[config.mk]
export PLATFORM = sky130hd
export DESIGN_NAME = rom_guard
export DESIGN_NICKNAME = d
export VERILOG_FILES = /design/src/rtl/rom_guard_pkg.sv /design/src/rtl/rom_guard_ctrl.sv /design/src/rtl/rom_guard_rdpath.sv /design/src/rtl/rom_guard_array.sv /design/src/rtl/rom_guard.sv
export SDC_FILE = /design/constraint.sdc
export NUM_CORES = 1
export LEC_CHECK = 0
export BUFFER_PORTS_ARGS = -buffer_cell sky130_fd_sc_hd__buf_2
export CORE_MARGIN = 2
export CORE_UTILIZATION = 58
export DETAILED_ROUTE_END_ITERATION = 10
export GPL_TIMING_DRIVEN = 0
export PLACE_DENSITY = 0.8
export SKIP_LAST_GASP = 1
export SYNTH_ARGS = -nofsm -noshare
export SYNTH_HDL_FRONTEND = slang
export SYNTH_SLANG_ARGS = --single-unit
[constraint.sdc]
create_clock -name clk -period 2.75 [get_ports clk]
set_input_delay 0.55 -clock clk [delete_from_list [all_inputs] [get_ports clk]]
set_output_delay 0.55 -clock clk [all_outputs]
set_load 0.02 [all_outputs]
[src/rtl/rom_guard_pkg.sv]
package rom_guard_pkg;

    typedef enum logic [2:0] {
        ST_RESET       = 3'd0,
        ST_WAIT_LOCK   = 3'd1,
        ST_SETTLE      = 3'd2,
        ST_RUN         = 3'd3,
        ST_SWITCH_HOLD = 3'd4,
        ST_FAULT       = 3'd5
    } guard_state_e;

    // Initial array contents, computed rather than tabulated.
    function automatic logic [31:0] rom_word(input int unsigned a);
        return (a * 32'd40503) ^ 32'h0000_5A5A;
    endfunction

endpackage

[src/rtl/rom_guard_ctrl.sv]
module rom_guard_ctrl
    import rom_guard_pkg::*;
#(
    parameter int SETTLE_CYC = 16
) (
    input  logic clk,
    input  logic rst_n,
    input  logic lock_i,
    input  logic sw_req_i,
    output logic mem_en_o,
    output logic sw_ack_o,
    output logic corrupt_o
);
    localparam int CNT_W = $clog2(SETTLE_CYC + 1);
    localparam logic [CNT_W-1:0] CNT_LAST = CNT_W'(SETTLE_CYC - 1);

    guard_state_e     state_q, state_d;
    logic [CNT_W-1:0] cnt_q;
    logic             ack_q;
    logic             corrupt_q;

    // Next-state logic.
    always_comb begin
        state_d = state_q;
        unique case (state_q)
            ST_RESET:       state_d = ST_WAIT_LOCK;
            ST_WAIT_LOCK:   if (lock_i) state_d = ST_SETTLE;
            ST_SETTLE: begin
                if (!lock_i)                state_d = ST_WAIT_LOCK;
                else if (cnt_q == CNT_LAST) state_d = ST_RUN;
            end
            ST_RUN: begin
                if (!lock_i)       state_d = ST_FAULT;
                else if (sw_req_i) state_d = ST_SWITCH_HOLD;
            end
            ST_SWITCH_HOLD: if (ack_q && !sw_req_i && lock_i) state_d = ST_SETTLE;
            ST_FAULT:       state_d = ST_FAULT;
            default:        state_d = ST_RESET;
        endcase
    end

    // State register and settle counter.
    always_ff @(posedge clk or negedge rst_n) begin
        if (!rst_n) begin
            state_q <= ST_RESET;
            cnt_q   <= '0;
        end else begin
            state_q <= state_d;
            if (state_q == ST_SETTLE && state_d == ST_SETTLE) cnt_q <= cnt_q + 1'b1;
            else                                              cnt_q <= '0;
        end
    end

    // Registered outputs: acknowledge and sticky corruption flag.
    always_ff @(posedge clk or negedge rst_n) begin
        if (!rst_n) begin
            ack_q     <= 1'b0;
            corrupt_q <= 1'b0;
        end else begin
            ack_q <= (state_q == ST_SWITCH_HOLD) && (state_d == ST_SWITCH_HOLD);
            if (state_q == ST_RUN && !lock_i) corrupt_q <= 1'b1;
        end
    end

    always_comb begin
        mem_en_o  = (state_q == ST_RUN);
        sw_ack_o  = ack_q;
        corrupt_o = corrupt_q;
    end

    AST_EN_AFTER_SETTLE: assert property (@(posedge clk) disable iff (!rst_n)
        $rose(mem_en_o) |-> ($past(state_q) == ST_SETTLE && $past(lock_i)));
    AST_SETTLE_DROP: assert property (@(posedge clk) disable iff (!rst_n)
        (state_q == ST_SETTLE && !lock_i) |=> (state_q == ST_WAIT_LOCK && !corrupt_o));
    AST_SWITCH_DROPS_EN: assert property (@(posedge clk) disable iff (!rst_n)
        (state_q == ST_RUN && lock_i && sw_req_i) |=> !mem_en_o);
    AST_ACK_ONE_LATE: assert property (@(posedge clk) disable iff (!rst_n)
        $rose(sw_ack_o) |-> ($past(state_q) == ST_SWITCH_HOLD && state_q == ST_SWITCH_HOLD));
    AST_LOSS_FAULTS: assert property (@(posedge clk) disable iff (!rst_n)
        (state_q == ST_RUN && !lock_i) |=> (corrupt_o && !mem_en_o));
    AST_CORRUPT_STICKY: assert property (@(posedge clk) disable iff (!rst_n)
        corrupt_o |=> corrupt_o);

endmodule

[src/rtl/rom_guard_rdpath.sv]
module rom_guard_rdpath #(
    parameter int ADDR_W = 6
) (
    input  logic              clk,
    input  logic              rst_n,
    input  logic              mem_en_i,
    input  logic              rd_req_i,
    input  logic [ADDR_W-1:0] rd_addr_i,
    output logic [ADDR_W-1:0] addr_q,
    output logic              pend_q
);
    // The address is captured only on an edge with the enable high, so
    // the array always sees an address held for a whole cycle.
    always_ff @(posedge clk or negedge rst_n) begin
        if (!rst_n) begin
            addr_q <= '0;
            pend_q <= 1'b0;
        end else begin
            pend_q <= mem_en_i && rd_req_i;
            if (mem_en_i && rd_req_i) addr_q <= rd_addr_i;
        end
    end

    AST_ADDR_HELD: assert property (@(posedge clk) disable iff (!rst_n)
        !mem_en_i |=> $stable(addr_q));

endmodule

[src/rtl/rom_guard_array.sv]
module rom_guard_array
    import rom_guard_pkg::*;
#(
    parameter int ADDR_W = 6,
    parameter int DATA_W = 16
) (
    input  logic              clk,
    input  logic              rst_n,
    input  logic              en_i,
    input  logic [ADDR_W-1:0] addr_i,
    output logic [DATA_W-1:0] data_o,
    output logic              valid_o
);
    localparam int DEPTH = 1 << ADDR_W;

    logic [DATA_W-1:0] mem [DEPTH];

    for (genvar i = 0; i < DEPTH; i++) begin : g_init
        assign mem[i] = DATA_W'(rom_word(i));
    end

    always_ff @(posedge clk or negedge rst_n) begin
        if (!rst_n) begin
            data_o  <= '0;
            valid_o <= 1'b0;
        end else begin
            valid_o <= en_i;
            if (en_i) data_o <= mem[addr_i];
        end
    end

endmodule

[src/rtl/rom_guard.sv]
module rom_guard #(
    parameter int ADDR_W     = 6,
    parameter int DATA_W     = 16,
    parameter int SETTLE_CYC = 16
) (
    input  logic              clk,
    input  logic              rst_n,
    input  logic              lock_i,
    input  logic              sw_req_i,
    output logic              sw_ack_o,
    input  logic              rd_req_i,
    input  logic [ADDR_W-1:0] rd_addr_i,
    output logic [DATA_W-1:0] rd_data_o,
    output logic              rd_valid_o,
    output logic              mem_en_o,
    output logic              corrupt_o
);
    logic              mem_en;
    logic              corrupt;
    logic [ADDR_W-1:0] addr_q;
    logic              pend_q;
    logic              arr_valid;

    rom_guard_ctrl #(.SETTLE_CYC(SETTLE_CYC)) u_ctrl (
        .clk       (clk),
        .rst_n     (rst_n),
        .lock_i    (lock_i),
        .sw_req_i  (sw_req_i),
        .mem_en_o  (mem_en),
        .sw_ack_o  (sw_ack_o),
        .corrupt_o (corrupt)
    );

    rom_guard_rdpath #(.ADDR_W(ADDR_W)) u_rdpath (
        .clk       (clk),
        .rst_n     (rst_n),
        .mem_en_i  (mem_en),
        .rd_req_i  (rd_req_i),
        .rd_addr_i (rd_addr_i),
        .addr_q    (addr_q),
        .pend_q    (pend_q)
    );

    // The array enable is the guarded enable qualified by a captured read.
    rom_guard_array #(.ADDR_W(ADDR_W), .DATA_W(DATA_W)) u_array (
        .clk     (clk),
        .rst_n   (rst_n),
        .en_i    (mem_en && pend_q),
        .addr_i  (addr_q),
        .data_o  (rd_data_o),
        .valid_o (arr_valid)
    );

    assign rd_valid_o = arr_valid && !corrupt;
    assign mem_en_o   = mem_en;
    assign corrupt_o  = corrupt;

    AST_VALID_HAS_REQ: assert property (@(posedge clk) disable iff (!rst_n)
        rd_valid_o |-> $past(rd_req_i, 2));

endmodule

## Word level (Yosys, flattened, before mapping)

Memories as Yosys holds them, arrays and structs flattened. A register that Yosys moved wholly into a read port is not among the register bits.
Index checks and enable logic that the tools add are counted.

| storage, ports and cells | value |
|---|---|
| input port bits | 11 |
| register bits after elaboration | 18 |
| word-level logic and storage cells | 39 |
| bits in read-only memories | 1024 |
| output and inout bits | 20 |
| memories kept | 1 |

Memories:

| memory | depth | width | read ports | clocked after Yosys merged registers in | wr ports | line | RTL |
|---|---|---|---|---|---|---|---|
| (name not given) | 64 | 16 | 1 | 1 | 0 | rom_guard_array.sv:28 | `if (en_i) data_o <= mem[addr_i];` |

| operators by class | value |
|---|---|
| reductions and logical operators | 13 |
| add/sub/neg operators | 1 |
| eq/ne operators | 8 |
| muxes and demuxes | 8 |
| bitwise operators | 1 |

Operator list:

| cell | count |
|---|---|
| 2-to-1 mux 3 bit | 6 |
| case mux 3 bit (6 select lines) | 1 |
| == test 3 x 2 -> 1 bit, second input constant | 3 |
| == test 3 bit, second input constant | 3 |
| logical AND 1 bit | 8 |
| inverter 6 -> 7 bit | 1 |
| adder 5 x 1 -> 5 bit, second input constant | 1 |
| == test 5 x 4 -> 1 bit, second input constant | 1 |
| 2-to-1 mux 5 bit | 1 |
| logical NOT 1 bit | 4 |
| == test 3 x 1 -> 1 bit, second input constant | 1 |
| logical NOT 3 bit | 1 |

## Logic depth before layout (Yosys ltp)

Gate-level depths: netlist (run 1).

| depth | value |
|---|---|
| depth in word-level cells | 8 |
| depth in mapped cells | 8 |
| mapped depth without buffers | 7 |

## By module

Synthesis (run 1) repeated with hierarchy kept, for this count alone.

| second synthesis, totals | value |
|---|---|
| cell total of the unflattened synthesis | 279 |
| area total of the unflattened synthesis | 2611.3 um2 |

By module, submodules not included:

| module | area an instance (um2) | cells an instance | instances |
|---|---|---|---|
| rom_guard_array | 1846.8 | 216 | 1 |
| rom_guard_ctrl | 491.7 | 46 | 1 |
| rom_guard_rdpath | 252.7 | 15 | 1 |
| rom_guard | 20.0 | 2 | 1 |

## Worst setup path after synthesis (run 1)

Ideal clock, no wire load.

| timing path | value |
|---|---|
| path kind | reg2reg |
| from | register u_rdpath.addr_q[0] |
| to | register u_array.data_o[10] |
| cell stages (with the launch flop) | 8 |
| setup slack | 0.503 ns |
| arrival | 2.170 ns |
| library setup time | 0.077 ns |
| path buffers | 1 |
| period minus slack after synthesis | 2.247 ns |
| cell sequence | dfrtp_1 > clkbuf_1 > inv_1 > ha_1 > inv_1 > mux4_2 > a221o_1 > a21oi_1 |

| on the way | value |
|---|---|
| cells in the longest elaborated chain, start to end | 1 |

RTL lines:

| what | line | RTL |
|---|---|---|
| start: declaration | rom_guard_rdpath.sv:9 | `output logic [ADDR_W-1:0] addr_q,` |
| start signal: assignment | rom_guard_rdpath.sv:20 | `if (mem_en_i && rd_req_i) addr_q <= rd_addr_i;` |
| inverter 6 -> 7 bit (implied by the code) | rom_guard_array.sv:28 |  |
| end: declaration | rom_guard_array.sv:11 | `output logic [DATA_W-1:0] data_o,` |

Every way passes these cells.
A chain may end at the register's enable or synchronous reset.

## Final worst setup path (run 1)

Same ends and word-level chain as after synthesis.

==> impl_metrics.yaml, run 1 <==
final_layout:
  diode_count: 0
  layout_common_cells: "43 x buf_2, 34 x dfrtp_1, 25 x nor2_1"
  number_of_nets_in_the_final_layout: 344
  final_cell_area_um2: 2815
  layout.cells.most_common: "buf_2"
  area_growth_syn_to_layout_pct: 12.28
  stdcell_count: 373
  final_layout_size_suffix_gt1_share_pct: 23.22
global_route:
  grt_pass1_vias: 2316
  track_usage_pct: 29.29
  grt_overflow_total: 0
  grt_antenna_before_repair: 0
  grt_first_pass_wirelength_um: 11450
  grt_max_degree: 35
timing:
  fin_worst_hold_slack_ns: 0.3202
  timing.max_slew.rel_slack_pct: 50.42
  timing.final.hold_violations: 0
  highest_clock_rate_mhz: 395.7
  slew_viol_final: 0
  final_period_minus_worst_setup_slack_ns: 2.527
  period_share_pct: 91.89
  setup-violations-final: 0
  grt_setup_unrepaired: "false"
  tightest_slew_ns: 0.7436
  final.setup_skew_ns: 0.006512
placed_design:
  gpl.final_weighted_congestion: 0.9788
  place.detailed.instances: 365
  buffer_ports.inserted: 30
  hpwlAfterDp_um: 4598
  dpl_cell_area_um2: 2720
critical_path:
  rr_startpoint: "u_rdpath.addr_q[0]"
  cp.arrival_ns: 2.74
  cp_data_required_time_ns: 2.96
  worstSetupStartpointType: "flop"
  timing.critical_path.cells: "clkbuf_2, inv_1, ha_1, clkbuf_1, mux4_2, a221o_1, a21oi_1"
  critPathMaxStageDelay_ns: 0.53
  critical_path.startpoint: "u_rdpath.addr_q[0]"
  critical_path.slowest_cell: "mux4_2"
  timing.critical_path.max_delay_family: "buffers and inverters"
  end_kind: "flop"
  worstPathMaxFanout: 10
  criticalPathCategory: "reg -> reg"
  cp_num_buf_inv: 3
synthesis:
  yosys_most_used_dff: "dfrtp_1"
  synth-async-reset-ratio_pct: 100.0
  synthesis.area_per_instance_um2: 8.798
  mappedNetlistArea_um2: 2507
  netlist_instances: 285
  synth_warnings: 0
  postSynthNetCount: 307
  synth-seq-cells: 34
  synth.distinct_cells: 48
  synth_enable_flop_cells: 0
  seq_area_frac_synth_pct: 33.93
clocking:
  cts_stage_hold_buffer_count: 0
  clock_insertion_delay_worst_skew_ns: 0.29
  post_cts_buffers: 0
  quantity_of_gates_resized_following_cts: 2
  ctsHtreeMaxLevel: 2
  cts.root.buffer_cell: "clkbuf_8"
  numCtsBuffers: 5
  clock-sinks: 34
  clkTransAtPathRegs_ns: 0.07
  cts_tree: "done"
  clock_path_buffers: 2
floorplan:
  initial_core_util_pct: 61.36
  ioPinCount: 31
  placement_rows: 23
  floorplan.die_area_um2: 4865
  fp.dieW_um: 69.75
  core-area_um2: 4086
  die_height_um: 69.75
power_and_ir_drop:
  design_power_total_w: 0.002804
  total_leakage_power_nw: 1.312
  net-switching-power_w: 0.001280
  power.share.sequential_pct: 23.3
  power.share.clock_pct: 13.8
  power.density_nw_per_um2: 996.1
  comb_power_share_pct: 62.9
  p_int_w: 0.001524
  ir_worst_vdd_uv: 718.7
  swShare_pct: 45.64
detailed_routing:
  first_iter_violations: 194
  avgRoutedWirePerCell_um: 17.46
  detail_route.first_pass.iterations: 4
  vias: 2315
  finalWirelength_um: 6513
  route.detailed.drc: 0
  viasPerCell: 6.206
  final_antenna_net_count: 0
hold_path:
  hold_path_class: "in -> async"
run:
  maxCapViolations: 0
outcome:
  status: "finished, final reports clean"
metal layers:
layer  vias to the layer above  GRT usage (%)  part of all wire, %
li1                       1089              -                    -
met1                      1085          40.69                   42
met2                       127          45.83                   48
met3                        14          5.814                  8.8
met4                         0          10.04                  1.8
met5                         -              0                    0
metrics by stage:
| stage | setup TNS [ns] | worst slack [ns] | util (%) |
|---|---|---|---|
| 3_5_place_dp | -0.07656 | -0.04272 | 66.56 |
| 4_1_cts | 0 | 0.1549 | 68.86 |
| 2_1_floorplan | 0 | 0.5025 | - |
| 5_1_grt | 0 | 0.03367 | 68.89 |
| 3_3_place_gp | -0.08506 | -0.06987 | 66.56 |
| 6_report | 0 | 0.2229 | 68.89 |
flip-flops by register name, indices dropped and copies added (netlist names):
register          flops
u_array.valid_o       1
u_ctrl.corrupt_o      1
u_rdpath.pend_q       1
u_rdpath.addr_q       6
u_array.data_o       16
u_ctrl.sw_ack_o       1
u_ctrl.cnt_q          5
u_ctrl.state_q        3
path summary, 6_finish.rpt:
check                                      to  slack [ns]  cells after the start
max                        u_array.data_o[10]        0.22                      7
max in group asynchronous  u_rdpath.addr_q[3]        1.95                      1
min in group clk            u_array.data_o[8]        0.47                      2
min reg2reg                 u_array.data_o[8]        0.47                      2
min                        u_array.data_o[14]        0.32                      1
max reg2reg                u_array.data_o[10]        0.22                      7
worst register-to-register path, stage by stage (launching register included):
cell and delay (ns):
dfrtp_1 0.49, clkbuf_2 0.29, inv_1 0.17, ha_1 0.24, clkbuf_1 0.25, mux4_2 0.53
a221o_1 0.36, a21oi_1 0.12
cell type report:
class	instances	area, um2
Buffer	22	102.6
Clock buffer	7	86.33
Clock inverter	1	5.005
Fill cell	353	1271
Inverter	15	56.30
Multi-Input combinational cell	214	1501
Sequential cell	34	850.8
Tap cell	50	62.56
Timing Repair Buffer	30	150.1
logic make-up after synthesis:
logic type / share of synthesized area (%)
mux: 12.72
xor+xnor: 2.445
flops: 33.93
fa+ha+maj: 5.489
compound gates: 21.06
simple gates: 18.16
buf+inv: 6.187
power groups by stage:
| stage | clock, W | combinational, W | sequential (W) |
|---|---|---|---|
| final | 0.000388 | 0.00176 | 0.000653 |
| after global routing | 0.000411 | 0.00194 | 0.000665 |
| after CTS | 0.000390 | 0.00172 | 0.000651 |
| after detailed placement | 0 | 0.00171 | 0.000661 |
| after global placement | 0 | 0.00169 | 0.000657 |
| after floorplan | 0 | 0.00131 | 0.000664 |
synthesized netlist by cell type, types with 5 or more instances:
| library cell | n | area [um2] |
|---|---|---|
| a211oi_1 | 5 | 37.54 |
| a21oi_1 | 20 | 100.1 |
| a31oi_1 | 9 | 56.30 |
| and2_1 | 5 | 31.28 |
| buf_2 | 13 | 65.06 |
| clkbuf_1 | 8 | 30.03 |
| dfrtp_1 | 34 | 850.8 |
| ha_1 | 11 | 137.6 |
| inv_1 | 12 | 45.04 |
| mux2_2 | 13 | 146.4 |
| mux2i_1 | 6 | 60.06 |
| mux4_2 | 5 | 112.6 |
| nand2_1 | 20 | 75.07 |
| nand2b_1 | 12 | 75.07 |
| nor2_1 | 25 | 93.84 |
| nor2b_1 | 8 | 50.05 |
| o21ai_0 | 19 | 95.09 |
| o31ai_1 | 5 | 37.54 |
Note: power is estimated with default switching activity, not from simulation.
==> inputs of run 2 (changes only) <==
--- a/config.mk
+++ b/config.mk
@@ -11,6 +11,7 @@
 export DETAILED_ROUTE_END_ITERATION = 10
 export GPL_TIMING_DRIVEN = 0
 export PLACE_DENSITY = 0.8
+export SETUP_SLACK_MARGIN = 0.4
 export SKIP_LAST_GASP = 1
 export SYNTH_ARGS = -nofsm -noshare
 export SYNTH_HDL_FRONTEND = slang
==> impl_metrics.yaml, run 2 (same netlist as run 1, synthesis figures left out) <==
outcome:
  status: "finished, final reports clean"
timing:
  slew_viol_final: 0
  final.setup_skew_ns: 0.007697
  final_period_minus_worst_setup_slack_ns: 2.239
  timing.max_slew.rel_slack_pct: 50.32
  grt_setup_unrepaired: "false"
  setup_tns_ns: 0
  fin_worst_hold_slack_ns: 0.3199
  setup-violations-final: 0
  highest_clock_rate_mhz: 446.6
  timing.final.hold_violations: 0
  period_share_pct: 81.42
  tightest_slew_ns: 0.7453
run:
  maxCapViolations: 0
detailed_routing:
  viasPerCell: 6.184
  first_iter_violations: 198
  final_antenna_net_count: 0
  finalWirelength_um: 6620
  vias: 2319
  avgRoutedWirePerCell_um: 17.65
  detail_route.first_pass.iterations: 5
  route.detailed.drc: 0
clocking:
  cts_tree: "done"
  clock-sinks: 34
  clock_insertion_delay_worst_skew_ns: 0.29
  clkTransAtPathRegs_ns: 0.07
  cts.root.buffer_cell: "clkbuf_8"
  ctsHtreeMaxLevel: 2
  numCtsBuffers: 5
  clock_path_buffers: 2
floorplan:
  initial_core_util_pct: 61.36
  placement_rows: 23
  floorplan.die_area_um2: 4865
  die_height_um: 69.75
  fp.dieW_um: 69.75
  core-area_um2: 4086
  ioPinCount: 31
final_layout:
  final_layout_size_suffix_gt1_share_pct: 24.92
  fill_cells: 345
  number_of_nets_in_the_final_layout: 346
  layout.cells.most_common: "buf_2"
  largest_reg_flops: 16
  finalCoreUtilization_pct: 69.78
  final_cell_area_um2: 2851
  regMostFlops: "u_array.data_o"
  layout_common_cells: "43 x buf_2, 32 x dfrtp_1, 25 x nor2_1"
  diode_count: 0
  reg_top3: "u_array.data_o: 16 flops, u_rdpath.addr_q: 6 flops, u_ctrl.cnt_q: 5 flops"
  area_growth_syn_to_layout_pct: 13.72
global_route:
  grt_max_degree: 35
  grt_first_pass_wirelength_um: 11450
  grt_overflow_total: 0
  grt_antenna_before_repair: 0
  grt_pass1_vias: 2307
  track_usage_pct: 29.25
critical_path:
  cp_data_required_time_ns: 2.91
  end_kind: "flop"
  criticalPathCategory: "reg -> reg"
  worstPathMaxFanout: 10
  worstSetupStartpointType: "flop"
  cp.arrival_ns: 2.40
hold_path:
  hold_path_class: "in -> async"
placed_design:
  hpwlAfterDp_um: 4598
  dpl_cell_area_um2: 2720
  buffer_ports.inserted: 30
  gpl.final_weighted_congestion: 0.9788
power_and_ir_drop:
  total_leakage_power_nw: 1.325
  ir_worst_vdd_uv: 704.2
  power.density_nw_per_um2: 1006
## run 2: changes by cell type in the layout (fill, tap and decap cells not counted), sizes merged
cell    before  now
clkbuf      15   14
buf         44   47
## run 2: per-stage QoR
step,setup WS [ns],instances,power (W)
floorplan,0.5025,285,0.001969
global placement,-0.06987,365,0.002346
detailed placement,-0.04272,365,0.002366
CTS,0.4122,373,0.002771
global route,0.4441,375,0.003067
finish,0.5110,375,0.002868
## run 2: worst max-delay path: stages (launching register included)
cell and delay, ns:
dfrtp_2 0.43, buf_4 0.18, inv_1 0.21, ha_4 0.27, clkbuf_2 0.19, mux2_2 0.30, o21a_1 0.17, o211ai_1 0.21
o211ai_1 0.12
## run 2: timing repair
item / in CTS / in global routing
setup buffers: 0 / 2
endpoints found under the setup margin: 12 / 9
gates cloned: 0 / 0
hold buffers: 0 / 0
pin swaps: 0 / 0
gates resized for setup: 7 / 4
## run 2: final timing paths
path | start | endpoint | slack [ns] | cells after the start
setup / recovery | u_rdpath.addr_q[0] | u_array.data_o[7] | 0.51 | 8
hold / removal | rst_n | u_array.data_o[14] | 0.32 | 1
setup reg to reg | u_rdpath.addr_q[0] | u_array.data_o[7] | 0.51 | 8
hold reg to reg | u_array.data_o[8] | u_array.data_o[8] | 0.47 | 2
max in group asynchronous | rst_n | u_rdpath.addr_q[1] | 1.90 | 1
min in group clk | u_array.data_o[8] | u_array.data_o[8] | 0.47 | 2
## run 2: final cells by class
class	count	area, um2	area share [%]
Tap cell	50	62.56	2.194
Multi-Input combinational cell	214	1514	53.09
Sequential cell	34	853.3	29.93
Timing Repair Buffer	32	165.2	5.792
Clock inverter	1	5.005	0.1755
Inverter	15	56.30	1.975
Buffer	22	108.9	3.817
Clock buffer	7	86.33	3.028
## run 2: power by group
part	switching, W	internal [W]	total (W)
combinational	0.00105	0.000790	0.00184
clock	0.000187	0.000202	0.000389
sequential	0.0000669	0.000573	0.000640
total	0.00130	0.00156	0.00287
## run 2: per-layer routing
layer  GRT usage [%]  share of wire (%)
met5               0                  0
met1           40.69                 42
met3           5.523                8.4
met4           8.547                1.3
met2           46.69                 48
